==> config.mk <==
export PLATFORM = sky130hd
export DESIGN_NAME = edge_stamp_latch
export DESIGN_NICKNAME = d
export VERILOG_FILES = /design/src/rtl/edge_stamp_latch.sv
export SDC_FILE = /design/constraint.sdc
export NUM_CORES = 1
export LEC_CHECK = 0
export BUFFER_PORTS_ARGS = -buffer_cell sky130_fd_sc_hd__buf_2
export CORE_MARGIN = 1
export CORE_UTILIZATION = 30
export DETAILED_ROUTE_END_ITERATION = 7
export SYNTH_ARGS = -nofsm -noshare
export SYNTH_HDL_FRONTEND = slang
export SYNTH_SLANG_ARGS = --single-unit
==> constraint.sdc <==
create_clock -name clk -period 2.03 [get_ports clk]
set_input_delay 0.406 -clock clk [delete_from_list [all_inputs] [get_ports clk]]
set_output_delay 0.406 -clock clk [all_outputs]
set_load 0.005 [all_outputs]
==> src/rtl/edge_stamp_latch.sv <==
module edge_stamp_latch #(
  parameter int NCH = 2,
  parameter int TW  = 64,
  localparam int NREG = 2 * NCH,
  localparam int SW   = $clog2(NREG)
) (
  input  logic              clk,
  input  logic              rst_n,
  input  logic [TW-1:0]     sys_time,
  input  logic [NCH-1:0]    din,
  input  logic              single_mode,
  input  logic [NCH-1:0]    rearm,
  input  logic              snap,
  input  logic [SW-1:0]     rd_sel,
  output logic [NCH-1:0]    level,
  output logic [8*NCH-1:0]  status,
  output logic [TW-1:0]     rd_data
);

  logic [NCH-1:0] prev_q, rise, fall, cap_r, cap_f, st_r, st_f;
  logic [NREG-1:0][TW-1:0] ts_q, ts_now;
  logic [8*NCH-1:0] st_bytes;

  assign rise  = din & ~prev_q;
  assign fall  = ~din & prev_q;
  assign cap_r = rise & (~{NCH{single_mode}} | ~st_r | rearm);
  assign cap_f = fall & (~{NCH{single_mode}} | ~st_f | rearm);

  always_comb begin
    for (int c = 0; c < NCH; c++) begin
      ts_now[2*c]   = cap_r[c] ? sys_time : ts_q[2*c];
      ts_now[2*c+1] = cap_f[c] ? sys_time : ts_q[2*c+1];
      st_bytes[8*c +: 8] = {6'b0, st_f[c], st_r[c]};
    end
  end

  assign rd_data = ts_now[rd_sel];

  always_ff @(posedge clk) prev_q <= din;

  always_ff @(posedge clk) begin
    if (!rst_n) begin
      ts_q <= '0;
      st_r <= '0;
      st_f <= '0;
    end else begin
      ts_q <= ts_now;
      for (int c = 0; c < NCH; c++) begin
        st_r[c] <= single_mode & (cap_r[c] | (st_r[c] & ~rearm[c]));
        st_f[c] <= single_mode & (cap_f[c] | (st_f[c] & ~rearm[c]));
      end
    end
  end

  always_ff @(posedge clk) begin
    if (!rst_n) begin
      level  <= '0;
      status <= '0;
    end else if (snap) begin
      level  <= din;
      status <= st_bytes;
    end
  end

endmodule


==> metrics.md <==
| Metric | Value |
|---|---|
| Crit path from | `st_f[1]` |
| CTS buffer count | `35` |
| Synthesis Warnings | `0` |
| Mean post-synth cell area | `around 8 um^2` |
| Num rows | `between 70 and 80` |
| Dpl hpwl | `between 30 and 40 mm` |
| Overall Power | `~14000 uW` |
| Multiplexer share of the synthesized area | `0.05332` |
| CP max FO | `9` |
| Final Wtd Congestion | `0.8158` |
| Chip width | `220.1 um` |
| Clock Sinks | `268` |
| WL/cell | `18.75 um` |
| Placed Cells | `2600` |
| DIE AREA | `about 48000 um^2` |
| Clock-pin slew on the worst setup and hold paths | `50 ps` |
| CP endpoint kind | `primary output` |
| Final Instance Count excl. Fillers | `~2700` |
| Global-route wire length before repair | `76.65 mm` |
| Clock Skews | `9.234 ps` |
| Vias in the first global route | `about 14000` |
| CP arrival | `between 2000 and 2500 ps` |
| Register area share after synthesis | `0.3760` |
| Dpl cell area | `17640 um^2` |
| Worst r2r src | `st_f[1]` |
| Layout overhead on the synthesized area | `38.70%` |
| Post-Syn Instances | `1762` |
| WP data required | `1620 ps` |
| Flops & latches, synth | `about 270` |
| Via count | `14440` |
| Initial DRC Count | `982` |
| # port buffers | `approximately 140` |
| Final setup violation count | `64` |
| EDFF count, synth | `0` |
| Die Ht | `220.1 um` |
| Vias per Instance | `around 5.4` |
| Synth area leaders | `dfxtp_1 (38%), a21boi_0 (11%), nand2_1 (9.5%)` |
| Tot GR Track Use | `0.1995` |
| Max-Slew Margin vs Limit | `0.5232` |
| HP Start | `din[1]` |
| Cts-stage hold buffer count | `0` |
| WS Path Type | `reg -> out` |
| MaxCap Viol Count | `0` |
| DRC errors left | `28` |
| Hold Slack | `between 20 and 30 ps` |
| Async SR Flop Fraction | `0` |
| Fin crit period | `2594 ps` |
| Largest net degree at the start of global routing | `59` |
| CTS tree | `yes` |
| Root Buffer | `clkbuf_16` |
| Post-synthesis compound-gate area fraction | `0.2751` |
| Worst skew pair latency | `530 ps` |
| Filler cells | `4600` |
| Htree depth | `2` |
| WL final | `a little over 50 mm` |
| Worst Hold Class | `in -> reg` |
| Synth Area in Simple Gates | `0.2360` |
| Worst-Margin Slew | `around 700 ps` |
| Power Density | `703.8 nW/um^2` |
| Final worst slack | `-564.1 ps` |
| CP Launch Type | `flip-flop` |
| Largest family of logic cells by synthesized area | `compound AO/OA/AOI/OAI gates` |
| Synth cell types | `34` |
| Failing checks | `DRC, setup timing` |
| Syn Std Cell Area | `14270 um^2` |
| Final period utilization | `1.278` |
| Starting Density | `0.3052` |
| Share of the synthesized area in the top cell type | `0.3760` |
| Setup_tns | `-31630 ps` |
| Adder-cell area share of the yosys netlist | `0` |
| CTS Buffer Depth | `3` |
| RSZ-0062 raised after global routing | `true` |
| Final nets | `approximately 2100` |
| Fmax | `about 390 MHz` |
| Initial antenna violation count | `3` |
| Hold Fails Final Rpt | `0` |
| Core area | `around 47000 um^2` |
| Drt pass-1 iters | `8` |
| Post-route ant nets | `0` |
| Static leakage | `slightly above 0.008 uW` |
| Grt ovf | `0` |
| Maximum vdd drop | `about 0.48 mV` |
| Pins Over Slew Limit | `0` |
| Synth area leader | `dfxtp_1` |
| Post-synthesis xor/xnor area fraction | `0` |
| Num ports | `156` |
| Status | `complete, but fails checks` |
| Post-route cell area | `a little under 20000 um^2` |
| Main synth FF type | `dfxtp_1` |
| Share of cells above drive strength 1 | `0.2913` |
## timing repair
action | 4_1_cts | 5_1_grt
resized for setup | 71 | 131
pin swaps | 23 | 38
gates cloned | 7 | 9
setup buffers | 8 | 10
endpoints found under the setup margin | 64 | 64
## worst max-delay path, stage by stage, from the launching register on
cell and delay, ps:
dfxtp_1 320, and3b_1 220, nor2_4 170, buf_12 170, buf_4 140, mux2_2 330, nand4_1 140, buf_2 150
## sequential cells by signal, summed over array words and instances, names as in the netlist
signal,flops
ts_q,256
level,2
prev_q,2
st_f,2
st_r,2
status,4
## cells by family (layout without fill, tap and decap cells)
| logic type | Yosys count | count (layout) |
|---|---|---|
| mux | 69 | 69 |
| simple gates | 656 | 656 |
| flops | 268 | 268 |
| buf+inv | 192 | 499 |
| other cells | 1 | 15 |
| compound gates | 576 | 576 |
## final timing paths
kind                              endpoint  cells past startpoint  slack, ps
worst max-delay path            rd_data[2]                      7       -560
worst min-delay path             prev_q[1]                      1         30
worst max register to register   ts_q[255]                      6        290
worst min register to register   ts_q[177]                      2        450
## final cells by class
type	instances	area, um^2	area share
clock buffer	52	1052	0.05317
inverter	2	7.507	0.0003794
timing repair buffer	441	4013	0.2028
clock inverter	4	48.80	0.002466
tap	607	759.5	0.03838
antenna	3	7.507	0.0003794
multi-input combinational	1313	8531	0.4311
sequential	268	5370	0.2714
## layer usage
metal | wire [um] | GRT usage | vias up | share of wire
met3 | 2757 | 0.02761 | 79 | 0.055
met1 | 22520 | 0.2607 | 7079 | 0.45
met2 | 23850 | 0.3340 | 369 | 0.47
li1 | - | - | 6909 | -
met4 | 1314 | 0.06920 | 0 | 0.026
met5 | 0 | 0 | - | 0
## layout by cell type (no fill, tap or decap), types with 12 or more instances in the layout
| cell | instances |
|---|---|
| o21a_1 | 121 |
| a21boi_1 | 64 |
| buf_12 | 52 |
| nand4_1 | 56 |
| buf_6 | 21 |
| a21boi_0 | 185 |
| clkbuf_16 | 44 |
| and3_1 | 114 |
| nor2b_1 | 14 |
| buf_4 | 206 |
| buf_2 | 142 |
| conb_1 | 12 |
| dfxtp_1 | 264 |
| o21ai_2 | 15 |
| nand2_1 | 360 |
| and4_1 | 65 |
| o21ai_0 | 36 |
| mux2_2 | 48 |
| mux2i_1 | 13 |
| o21ai_1 | 72 |
| a31oi_1 | 50 |
## report_power, final
part / internal, uW / total, uW / switching [uW]
Combinational: 1070 / 2240 / 1180
Sequential: 5510 / 5600 / 92.6
Clock: 3680 / 6080 / 2400
## per-stage QoR
step           setup slack (ps)    util
6_report                 -564.1  0.4233
5_1_grt                  -639.1  0.4232
4_1_cts                  -587.2  0.4119
3_5_place_dp             -266.7  0.3774
3_3_place_gp             -264.8  0.3774
2_1_floorplan             126.1       -
## synth_stat cells, drive strengths merged, types with 2 or more instances
cell type  number
a21boi        250
a21oi           5
a31oi          70
and2            2
and3          121
and3b           2
and4           70
buf            68
clkbuf        122
dfxtp         268
inv             2
mux2           56
mux2i          13
nand2         363
nand2b          2
nand3           9
nand3b          4
nand4          56
nor2            7
nor2b          18
o2111ai         7
o21a          121
o21ai         123
(Power assumes the default switching activity.)
